File: config.mk
export PLATFORM = sky130hd
export DESIGN_NAME = sigacc_ctrl
export DESIGN_NICKNAME = d
export VERILOG_FILES = /design/src/rtl/sigacc_pkg.sv /design/src/rtl/sigacc_regs.sv /design/src/rtl/sigacc_fsm.sv /design/src/rtl/sigacc_irq.sv /design/src/rtl/sigacc_ctrl.sv
export SDC_FILE = /design/constraint.sdc
export NUM_CORES = 1
export LEC_CHECK = 0
export CAP_MARGIN = 30
export CORE_MARGIN = 2
export CORE_UTILIZATION = 42
export CTS_BUF_LIST = sky130_fd_sc_hd__clkbuf_4 sky130_fd_sc_hd__clkbuf_8 sky130_fd_sc_hd__clkbuf_16
export CTS_CLUSTER_DIAMETER = 100
export DETAILED_ROUTE_END_ITERATION = 12
export GPL_TIMING_DRIVEN = 0
export PLACE_DENSITY = 0.84
export SLEW_MARGIN = 20
export SYNTH_ARGS = -nofsm -noshare
export SYNTH_HDL_FRONTEND = slang
export SYNTH_SLANG_ARGS = --single-unit
export TNS_END_PERCENT = 10
File: constraint.sdc
create_clock -name clk -period 5.3 [get_ports clk]
set_clock_uncertainty 0.15 [all_clocks]
set_input_delay 1.325 -clock clk [delete_from_list [all_inputs] [get_ports clk]]
set_output_delay 1.325 -clock clk [all_outputs]
set_load 0.03 [all_outputs]
File: src/rtl/sigacc_pkg.sv
package sigacc_pkg;

  typedef enum logic [1:0] {
    PH_IDLE = 2'd0,
    PH_LOAD = 2'd1,
    PH_GET  = 2'd2,
    PH_BUSY = 2'd3
  } phase_e;

  localparam logic [1:0] MODE_VERIFY = 2'd0;
  localparam logic [1:0] MODE_GEN    = 2'd1;
  localparam logic [1:0] MODE_EXPORT = 2'd2;
  localparam logic [1:0] MODE_BAD    = 2'd3;

  localparam logic [7:0] OFS_CFG   = 8'h04;
  localparam logic [7:0] OFS_CLKG  = 8'h08;
  localparam logic [7:0] OFS_RAW   = 8'h0C;
  localparam logic [7:0] OFS_MST   = 8'h10;
  localparam logic [7:0] OFS_ENA   = 8'h14;
  localparam logic [7:0] OFS_CLR   = 8'h18;
  localparam logic [7:0] OFS_CMD   = 8'h1C;
  localparam logic [7:0] OFS_PHASE = 8'h20;
  localparam logic [7:0] OFS_RES   = 8'h24;
  localparam logic [7:0] OFS_VER   = 8'hFC;

  localparam int CMD_GO_BIT   = 0;
  localparam int CMD_LOAD_BIT = 1;
  localparam int CMD_GET_BIT  = 2;

  typedef struct packed {
    logic go;
    logic load_done;
    logic get_done;
  } cmd_t;

endpackage

File: src/rtl/sigacc_regs.sv
module sigacc_regs
  import sigacc_pkg::*;
#(
  parameter int DATA_W = 32,
  parameter int ADDR_W = 8,
  parameter int CFG_W  = 22,
  parameter int IRQ_N  = 2
) (
  input  logic              clk,
  input  logic              rst_n,
  input  logic              we,
  input  logic [ADDR_W-1:0] addr,
  input  logic [DATA_W-1:0] wdata,
  input  logic              idle,
  output logic [CFG_W-1:0]  cfg_q,
  output logic              clkg_q,
  output logic [IRQ_N-1:0]  ena_q,
  output logic [IRQ_N-1:0]  clr,
  output cmd_t              cmd
);

  logic wr_cfg, wr_clkg, wr_ena, wr_clr, wr_cmd;
  logic cfg_en;

  always_comb begin
    wr_cfg  = we && (addr == ADDR_W'(OFS_CFG));
    wr_clkg = we && (addr == ADDR_W'(OFS_CLKG));
    wr_ena  = we && (addr == ADDR_W'(OFS_ENA));
    wr_clr  = we && (addr == ADDR_W'(OFS_CLR));
    wr_cmd  = we && (addr == ADDR_W'(OFS_CMD));
    cfg_en  = wr_cfg && idle;
  end

  // command strobes live for the write cycle only, nothing is stored
  always_comb begin
    cmd.go        = wr_cmd && wdata[CMD_GO_BIT];
    cmd.load_done = wr_cmd && wdata[CMD_LOAD_BIT];
    cmd.get_done  = wr_cmd && wdata[CMD_GET_BIT];
    clr           = wr_clr ? wdata[IRQ_N-1:0] : '0;
  end

  always_ff @(posedge clk or negedge rst_n) begin
    if (!rst_n) begin
      cfg_q <= '0;
    end else if (cfg_en) begin
      cfg_q <= wdata[CFG_W-1:0];
    end
  end

  always_ff @(posedge clk or negedge rst_n) begin
    if (!rst_n) begin
      clkg_q <= 1'b0;
    end else if (wr_clkg) begin
      clkg_q <= wdata[0];
    end
  end

  always_ff @(posedge clk or negedge rst_n) begin
    if (!rst_n) begin
      ena_q <= '0;
    end else if (wr_ena) begin
      ena_q <= wdata[IRQ_N-1:0];
    end
  end

endmodule

File: src/rtl/sigacc_fsm.sv
module sigacc_fsm
  import sigacc_pkg::*;
(
  input  logic       clk,
  input  logic       rst_n,
  input  cmd_t       cmd,
  input  logic [1:0] mode,
  input  logic       eng_done,
  input  logic       eng_pass,
  input  logic       eng_kbig,
  output phase_e     phase,
  output logic       eng_start,
  output logic       res_pass,
  output logic       res_kwarn,
  output logic       calc_evt
);

  phase_e phase_nx;
  logic   accept_go;
  logic   fire;
  logic   res_en;
  logic   res_pass_nx, res_kwarn_nx;

  always_comb begin
    accept_go = (phase == PH_IDLE) && cmd.go && (mode != MODE_BAD);
    fire      = (phase == PH_LOAD) && cmd.load_done;
    calc_evt  = (phase == PH_BUSY) && eng_done;
    phase_nx  = phase;
    unique case (phase)
      PH_IDLE: if (accept_go) phase_nx = PH_LOAD;
      PH_LOAD: if (fire) phase_nx = PH_BUSY;
      PH_BUSY: if (eng_done) phase_nx = (mode == MODE_VERIFY) ? PH_IDLE : PH_GET;
      PH_GET:  if (cmd.get_done) phase_nx = PH_IDLE;
      default: phase_nx = PH_IDLE;
    endcase
  end

  always_comb begin
    res_en       = accept_go || calc_evt;
    res_pass_nx  = calc_evt ? eng_pass : 1'b0;
    res_kwarn_nx = calc_evt ? eng_kbig : 1'b0;
  end

  always_ff @(posedge clk or negedge rst_n) begin
    if (!rst_n) begin
      phase <= PH_IDLE;
    end else begin
      phase <= phase_nx;
    end
  end

  always_ff @(posedge clk or negedge rst_n) begin
    if (!rst_n) begin
      eng_start <= 1'b0;
    end else begin
      eng_start <= fire;
    end
  end

  always_ff @(posedge clk or negedge rst_n) begin
    if (!rst_n) begin
      res_pass  <= 1'b0;
      res_kwarn <= 1'b0;
    end else if (res_en) begin
      res_pass  <= res_pass_nx;
      res_kwarn <= res_kwarn_nx;
    end
  end

endmodule

File: src/rtl/sigacc_irq.sv
module sigacc_irq #(
  parameter int IRQ_N = 2
) (
  input  logic             clk,
  input  logic             rst_n,
  input  logic [IRQ_N-1:0] evt,
  input  logic [IRQ_N-1:0] clr,
  input  logic [IRQ_N-1:0] ena,
  output logic [IRQ_N-1:0] raw,
  output logic [IRQ_N-1:0] mst,
  output logic             irq
);

  for (genvar i = 0; i < IRQ_N; i++) begin : g_src
    logic bit_en, bit_nx;
    always_comb begin
      bit_en = evt[i] || clr[i];
      bit_nx = evt[i];            // a new event wins over a clear
    end
    always_ff @(posedge clk or negedge rst_n) begin
      if (!rst_n) begin
        raw[i] <= 1'b0;
      end else if (bit_en) begin
        raw[i] <= bit_nx;
      end
    end
  end

  always_comb begin
    mst = raw & ena;
    irq = |mst;
  end

endmodule

File: src/rtl/sigacc_ctrl.sv
module sigacc_ctrl
  import sigacc_pkg::*;
#(
  parameter int          DATA_W  = 32,
  parameter int          ADDR_W  = 8,
  parameter int          CFG_W   = 22,
  parameter logic [31:0] VERSION = 32'd36716656
) (
  input  logic              clk,
  input  logic              rst_n,
  input  logic              bus_we,
  input  logic [ADDR_W-1:0] bus_addr,
  input  logic [DATA_W-1:0] bus_wdata,
  output logic [DATA_W-1:0] bus_rdata,
  output logic [CFG_W-1:0]  cfg_o,
  output logic              clk_force_on_o,
  output logic [1:0]        phase_o,
  output logic              eng_start_o,
  input  logic              eng_done_i,
  input  logic              eng_pass_i,
  input  logic              eng_kbig_i,
  input  logic              hash_rel_i,
  output logic              irq_o
);

  localparam int IRQ_N  = 2;
  localparam int SYNC_N = 2;

  logic [SYNC_N-1:0] rst_pipe;
  logic              rst_core_n;

  // asynchronous assert, synchronous release
  always_ff @(posedge clk or negedge rst_n) begin
    if (!rst_n) begin
      rst_pipe <= '0;
    end else begin
      rst_pipe <= {rst_pipe[SYNC_N-2:0], 1'b1};
    end
  end
  assign rst_core_n = rst_pipe[SYNC_N-1];

  logic [CFG_W-1:0] cfg_q;
  logic             clkg_q;
  logic [IRQ_N-1:0] ena_q, clr_w, raw_q, mst_w, evt_w;
  cmd_t             cmd_w;
  phase_e           phase_w;
  logic             res_pass_w, res_kwarn_w, calc_evt_w;

  sigacc_regs #(
    .DATA_W(DATA_W), .ADDR_W(ADDR_W), .CFG_W(CFG_W), .IRQ_N(IRQ_N)
  ) u_regs (
    .clk   (clk),
    .rst_n (rst_core_n),
    .we    (bus_we),
    .addr  (bus_addr),
    .wdata (bus_wdata),
    .idle  (phase_w == PH_IDLE),
    .cfg_q (cfg_q),
    .clkg_q(clkg_q),
    .ena_q (ena_q),
    .clr   (clr_w),
    .cmd   (cmd_w)
  );

  sigacc_fsm u_fsm (
    .clk      (clk),
    .rst_n    (rst_core_n),
    .cmd      (cmd_w),
    .mode     (cfg_q[1:0]),
    .eng_done (eng_done_i),
    .eng_pass (eng_pass_i),
    .eng_kbig (eng_kbig_i),
    .phase    (phase_w),
    .eng_start(eng_start_o),
    .res_pass (res_pass_w),
    .res_kwarn(res_kwarn_w),
    .calc_evt (calc_evt_w)
  );

  assign evt_w = {hash_rel_i, calc_evt_w};

  sigacc_irq #(.IRQ_N(IRQ_N)) u_irq (
    .clk  (clk),
    .rst_n(rst_core_n),
    .evt  (evt_w),
    .clr  (clr_w),
    .ena  (ena_q),
    .raw  (raw_q),
    .mst  (mst_w),
    .irq  (irq_o)
  );

  always_comb begin
    bus_rdata = '0;
    unique case (bus_addr)
      ADDR_W'(OFS_CFG):   bus_rdata[CFG_W-1:0] = cfg_q;
      ADDR_W'(OFS_CLKG):  bus_rdata[0]         = clkg_q;
      ADDR_W'(OFS_RAW):   bus_rdata[IRQ_N-1:0] = raw_q;
      ADDR_W'(OFS_MST):   bus_rdata[IRQ_N-1:0] = mst_w;
      ADDR_W'(OFS_ENA):   bus_rdata[IRQ_N-1:0] = ena_q;
      ADDR_W'(OFS_PHASE): bus_rdata[1:0]       = phase_w;
      ADDR_W'(OFS_RES):   bus_rdata[1:0]       = {res_kwarn_w, res_pass_w};
      ADDR_W'(OFS_VER):   bus_rdata            = DATA_W'(VERSION);
      default:            bus_rdata            = '0;
    endcase
  end

  assign cfg_o          = cfg_q;
  assign clk_force_on_o = clkg_q;
  assign phase_o        = phase_w;

endmodule

==> impl_metrics.json, run 1 <==
{
  "status": "finished, final reports clean",
  "cts_root_buffer": "clkbuf_8",
  "syn2layout_area_growth_pct": 55.20,
  "yosys_warnings": 0,
  "cts_setup_buffers": 0,
  "drv_cap": 0,
  "hold_viol": 0,
  "htreeDepth": 2,
  "fp-row-count": 24,
  "power_leakage_nw": 1.421,
  "rr_worst_depth": 4,
  "drt_first_iter_violations": 87,
  "grt_usage": 0.1981,
  "worst_pin_slew_ns": 0.6863,
  "io_buffers": 85,
  "synth_area_leaders": "dfrtp_1, mux2_4, and2_1, buf_4, mux2_2",
  "final.setup.tns_ns": 0,
  "grt_use_met1": 0.2711,
  "regToRegSetupSlack_ns": 3.38,
  "die_y_um": 71.29,
  "fin_area_sq_um": 2952,
  "grt_pass1_wl_um": 7852,
  "cts.sinks": 34,
  "cts_resized": 0,
  "critPathMaxFanout": 10,
  "dr.pass1.iters": 4,
  "drc_errors": 0,
  "coreArea_sq_um": 4354,
  "cts_tree": "yes",
  "rsz0062_at_grt": "no",
  "grt_max_degree": 33,
  "ios": 106,
  "cp-start-kind": "input port",
  "crit_type": "in -> out",
  "dp_hpwl_um": 3645,
  "vdd_ir_drop_max_v": 0.0001024,
  "crit_required_ns": 3.83,
  "busiest_layer": "met2",
  "dieArea_sq_um": 5082,
  "grt_util_met2": 0.3169,
  "synth_top_area_share": 0.4474,
  "diodes": 0,
  "initial_core_util": 0.4368,
  "postCtsHoldBufs": 0,
  "pwr_density_cell_nw_per_um2": 177.0,
  "syn_area_sq_um": 1902,
  "drv_slew": 0,
  "setup_viol": 0,
  "postLayoutCoreUtil": 0.6779,
  "cts_buffer_depth": 2,
  "period_share": 0.9689,
  "hp-class": "reg -> async",
  "ys_seq_area_frac": 0.4474,
  "crit_arrival_ns": 3.66,
  "path_clk_slew_ns": 0.07,
  "ant_nets": 0,
  "slew_headroom": 0.5425,
  "vias": 1586,
  "fillers": 349,
  "r2r-start": "u_fsm.phase[1]$_DFFE_PN0P_",
  "drive_above_1_share": 0.2030,
  "gp_congestion": 0.8971,
  "cp-end-kind": "output pin",
  "synth_edf_count": 0,
  "period_needed_ns": 5.135,
  "overflow": 0,
  "synth_cell_types": 41,
  "max_clock_freq_ghz": 0.1947,
  "syn-instance-count": 165,
  "ys_ff_latch": 34,
  "cts_made_buffers": 5,
  "use_met3": 0.03797,
  "synthArstFlopShare": 1.000,
  "die_x_um": 71.29,
  "syn_avg_cell_area_sq_um": 11.53,
  "antenna_found_initial": 0,
  "clk_latency_ns": 0.28,
  "viasPerCell": 4.987,
  "postPlaceCellArea_sq_um": 2855,
  "nets": 312,
  "grt_pass1_vias": 1567,
  "routed_wl_um": 4769,
  "r2r-end": "u_regs.cfg_q[4]$_DFFE_PN0P_",
  "synth_ff_type": "dfrtp_1",
  "wl_per_cell_um": 15.00,
  "synthDominantAreaCellType": "dfrtp_1"
}
sequential cells by signal, summed over array words and instances, names as in the netlist:
name             cells
u_irq.raw            2
rst_pipe             2
u_fsm.res_pass       1
u_regs.cfg_q        22
u_regs.clkg_q        1
u_regs.ena_q         2
u_fsm.eng_start      1
u_fsm.phase          2
u_fsm.res_kwarn      1
synthesized netlist by cell type, drive strengths merged, types with 2 or more instances:
| cell type | count |
|---|---|
| dfrtp | 34 |
| mux2 | 26 |
| and2 | 14 |
| buf | 13 |
| nand2 | 10 |
| a21o | 8 |
| nor2 | 8 |
| a21oi | 5 |
| nand3 | 5 |
| and3 | 4 |
| clkbuf | 4 |
| inv | 3 |
| o21ai | 3 |
| o31ai | 3 |
| conb | 2 |
| nor3 | 2 |
| nor4 | 2 |
| nor4b | 2 |
through the flow:
step	instances	hold WS [ns]	total power [mW]	worst slack (ns)
2_1_floorplan	173	0.1812	0.3024	0.4477
3_3_place_gp	310	0.1860	0.3396	-0.3780
3_5_place_dp	310	0.1922	0.3414	0.002536
4_1_cts	318	0.1979	0.5281	0.003745
5_1_grt	318	0.2238	0.5496	0.03115
6_report	318	0.1669	0.5223	0.1647
worst max-delay path: stages:
cell and delay [ns]:
clkdlybuf4s50_1 0.54, clkbuf_1 0.37, nand4_1 0.22, nor4_4 0.39, a21o_1 0.14, clkdlybuf4s50_1 0.67
routing by layer:
layer | up-vias | part of all wire
met1 | 752 | 0.44
li1 | 761 | -
met2 | 69 | 0.48
met3 | 4 | 0.070
met4 | 0 | 0.0065
met5 | - | 0
how the worst max path moves through the flow:
stage / from / to / slack [ns] / depth (start not counted)
final: bus_addr[4] / bus_rdata[14] / 0.16 / 6
after global routing: bus_addr[4] / bus_rdata[14] / 0.03 / 6
after CTS: bus_addr[4] / bus_rdata[14] / 0.004 / 6
after detailed placement: bus_addr[4] / bus_rdata[14] / 0.003 / 6
after global placement: bus_addr[4] / bus_rdata[25] / -0.38 / 5
after floorplan: bus_addr[2] / bus_rdata[14] / 0.45 / 4
where the power goes:
group / internal, mW / switching, mW
registers: 0.262 / 0.00671
clock network: 0.0960 / 0.0885
logic: 0.0376 / 0.0315
area by class of cell:
type | count | area, sq um | share of cell area
clock buffers | 6 | 76.32 | 0.02586
flip-flops and latches | 34 | 852.1 | 0.2887
multi-input cells | 119 | 939.7 | 0.3184
well taps | 52 | 65.06 | 0.02204
plain buffers | 17 | 146.4 | 0.04960
repair buffers | 85 | 850.8 | 0.2883
inverters | 3 | 11.26 | 0.003815
clock inverters | 2 | 10.01 | 0.003391
layout by cell type (no fill, tap or decap), types with 6 or more instances in the layout:
cell             netlist  routed
dfrtp_1               34      33
conb_1                 2      10
mux2_4                20      20
nor2_1                 8       8
clkdlybuf4s50_1        0      85
a21o_1                 8       8
nand2_1               10      10
mux2_2                 6       6
and2_1                14      14
buf_4                  9       9
logic make-up (layout without fill, tap and decap cells):
logic type,count (synthesis),count (layout),share of synthesized area
simple gates,56,56,0.1750
flops,34,34,0.4474
mux,27,27,0.1987
compound gates,26,26,0.09277
buf+inv,20,113,0.08223
other cells,2,10,0.003949
(Power assumes the default switching activity.)
==> run 2: changes to the inputs <==
--- a/config.mk
+++ b/config.mk
@@ -13,6 +13,7 @@
 export DETAILED_ROUTE_END_ITERATION = 12
 export GPL_TIMING_DRIVEN = 0
 export PLACE_DENSITY = 0.84
+export SKIP_LAST_GASP = 1
 export SLEW_MARGIN = 20
 export SYNTH_ARGS = -nofsm -noshare
 export SYNTH_HDL_FRONTEND = slang
==> results of run 2 <==
Same layout as run 1: the final DEF is identical, and so are final timing and power.
==> run 3: changes to the inputs <==
--- a/config.mk
+++ b/config.mk
@@ -5,13 +5,13 @@
 export SDC_FILE = /design/constraint.sdc
 export NUM_CORES = 1
 export LEC_CHECK = 0
+export ABC_CLOCK_PERIOD_IN_PS = 5300
 export CAP_MARGIN = 30
 export CORE_MARGIN = 2
 export CORE_UTILIZATION = 42
 export CTS_BUF_LIST = sky130_fd_sc_hd__clkbuf_4 sky130_fd_sc_hd__clkbuf_8 sky130_fd_sc_hd__clkbuf_16
 export CTS_CLUSTER_DIAMETER = 100
 export DETAILED_ROUTE_END_ITERATION = 12
-export GPL_TIMING_DRIVEN = 0
 export PLACE_DENSITY = 0.84
 export SKIP_LAST_GASP = 1
 export SLEW_MARGIN = 20
==> run 3 against run 2 <==
Net effect: utilization fell by 1.6 points; global-route usage fell by 1.5 points; power rose by 20%; critical path depth fell by 1; worst setup slack improved by 0.25 ns; routed wire length fell by 6.1%; cell count fell by 3.1%; sequential power fell by 2%; sequential cell count did not move; critical endpoint is now bus_rdata[19]; largest power group is now the clock network.
==> impl_metrics.json, run 3 (synthesized netlist as in run 1, its figures left out) <==
{
  "status": "finished, final reports clean",
  "io_buffers": 86,
  "die_y_um": 71.29,
  "fp-row-count": 24,
  "postLayoutCoreUtil": 0.6621,
  "cts_setup_buffers": 0,
  "path_clk_slew_ns": 0.07,
  "pwr_density_cell_nw_per_um2": 216.7,
  "cts_resized": 0,
  "die_x_um": 71.29,
  "critPathMaxFanout": 20,
  "cp_cell_sequence": "clkdlybuf4s50_1, nor3_2, and3_2, and2_1, clkdlybuf4s50_1",
  "drv_cap": 0,
  "period_share": 0.9221,
  "cts_tree": "yes",
  "critPathLaunch": "bus_addr[3]",
  "mostFrequentLayoutCells": "clkdlybuf4s50_1, dfrtp_1, mux2_4, and2_1, buf_4",
  "crit_required_ns": 3.83,
  "grt_usage": 0.1832,
  "clk_latency_ns": 0.28,
  "grt_pass1_wl_um": 7189,
  "ios": 106,
  "cp-start-kind": "input port",
  "cts_made_buffers": 5,
  "htreeDepth": 2,
  "r2r-start": "u_fsm.phase[1]$_DFFE_PN0P_",
  "ant_nets": 0,
  "gp_congestion": 0.8686,
  "wl_per_cell_um": 14.54,
  "hp-class": "reg -> async",
  "period_needed_ns": 4.887,
  "rsz0062_at_grt": "no",
  "slowest_stage": "clkdlybuf4s50_1",
  "drc_errors": 0,
  "nets": 302,
  "hold_viol": 0,
  "cp-end-kind": "output pin",
  "antenna_found_initial": 0,
  "power_leakage_nw": 1.399,
  "diodes": 0,
  "top_register": "u_regs.cfg_q",
  "vias": 1536,
  "viasPerCell": 4.987,
  "postCtsHoldBufs": 0,
  "fin_ws_ns": 0.4128,
  "drt_first_iter_violations": 63,
  "cts_root_buffer": "clkbuf_8",
  "vdd_ir_drop_max_v": 0.0001237,
  "routed_wl_um": 4477,
  "crit_type": "in -> out",
  "slew_headroom": 0.6232,
  "final.setup.tns_ns": 0,
  "coreArea_sq_um": 4354,
  "final_common_cell": "clkdlybuf4s50_1",
  "setup_viol": 0,
  "largest_register_ffs": 22,
  "max_clock_freq_ghz": 0.2046,
  "cpMostUsedCell": "clkdlybuf4s50_1",
  "grt_pass1_vias": 1447,
  "grt_max_degree": 33,
  "drv_slew": 0,
  "cts.sinks": 34,
  "critPathMaxStageDelay_ns": 0.66,
  "drive_above_1_share": 0.1992,
  "initial_core_util": 0.4368,
  "dr.pass1.iters": 4,
  "crit_arrival_ns": 3.41,
  "dp_hpwl_um": 3377,
  "dieArea_sq_um": 5082,
  "cts_buffer_depth": 2,
  "overflow": 0,
  "syn2layout_area_growth_pct": 51.58,
  "place_ws_ns": 0.4112,
  "fillers": 349,
  "worst_pin_slew_ns": 0.5574
}
## run 3: cell types whose count changed in the layout (fill, tap and decap cells not counted)
cell             delta
dfrtp_1             +1
clkbuf_4            -1
clkinv_2            -2
clkbuf_8            +1
clkdlybuf4s50_1     -6
buf_6               -2
nor4_1              +1
bufinv_16           +2
dfrtp_2             -1
nor4_4              -1
buf_4               +4
clkbuf_2            -1
buf_12              -2
clkbuf_1            -3
## run 3: power by group
part           switching, mW  internal [mW]  leakage (nW)
Combinational         0.0336         0.0341         0.878
Clock                 0.0922          0.201        0.0714
Sequential           0.00235          0.262         0.449
Total                  0.128          0.497          1.40
## run 3: area by class of cell
cell class                      count  area (sq um)  area share
Multi-Input combinational cell    119         924.6      0.3207
Clock buffer                        6         82.58     0.02865
Clock inverter                      2         60.06     0.02083
Timing Repair Buffer               92         888.4      0.3082
Tap cell                           52         65.06     0.02257
Inverter                            3         11.26    0.003906
Sequential cell                    34         850.8      0.2951
## run 3: routing by layer
metal / global-route usage / vias to the layer above / routed length (um) / part of all wire
met2: 0.3004 / 60 / 2153 / 0.48
met5: 0 / - / 0 / 0
li1: - / 740 / - / -
met3: 0.05063 / 4 / 287 / 0.064
met4: 0.05031 / 0 / 29 / 0.0065
met1: 0.2395 / 732 / 2007 / 0.45
## run 3: worst paths after layout
path / slack [ns] / end / cells after the start
max: 0.41 / bus_rdata[19] / 5
min: 0.12 / u_regs.cfg_q[2]$_DFFE_PN0P_ / 1
max reg2reg: 3.14 / u_regs.cfg_q[9]$_DFFE_PN0P_ / 3
min reg2reg: 0.12 / u_regs.cfg_q[2]$_DFFE_PN0P_ / 1
max in group asynchronous: 3.83 / rst_pipe[0]$_DFF_PN0_ / 1
min in group clk: 0.21 / rst_pipe[1]$_DFF_PN0_ / 0
## run 3: through the flow
stage / cells / instance area [sq um] / power, mW / hold WS (ns)
3_3_place_gp: 300 / 2740 / 0.3360 / 0.1233
6_report: 308 / 2883 / 0.6247 / 0.1153
5_1_grt: 308 / 2883 / 0.6501 / 0.1755
3_5_place_dp: 300 / 2740 / 0.3371 / 0.1310
4_1_cts: 308 / 2883 / 0.6333 / 0.1395
2_1_floorplan: 173 / 1932 / 0.3024 / 0.1812
## run 3: critical path, delay by kind of cell
kind | cells | cell delay [ns]
and+or+nand+nor | 3 | 0.89
buffers and inverters | 2 | 1.19
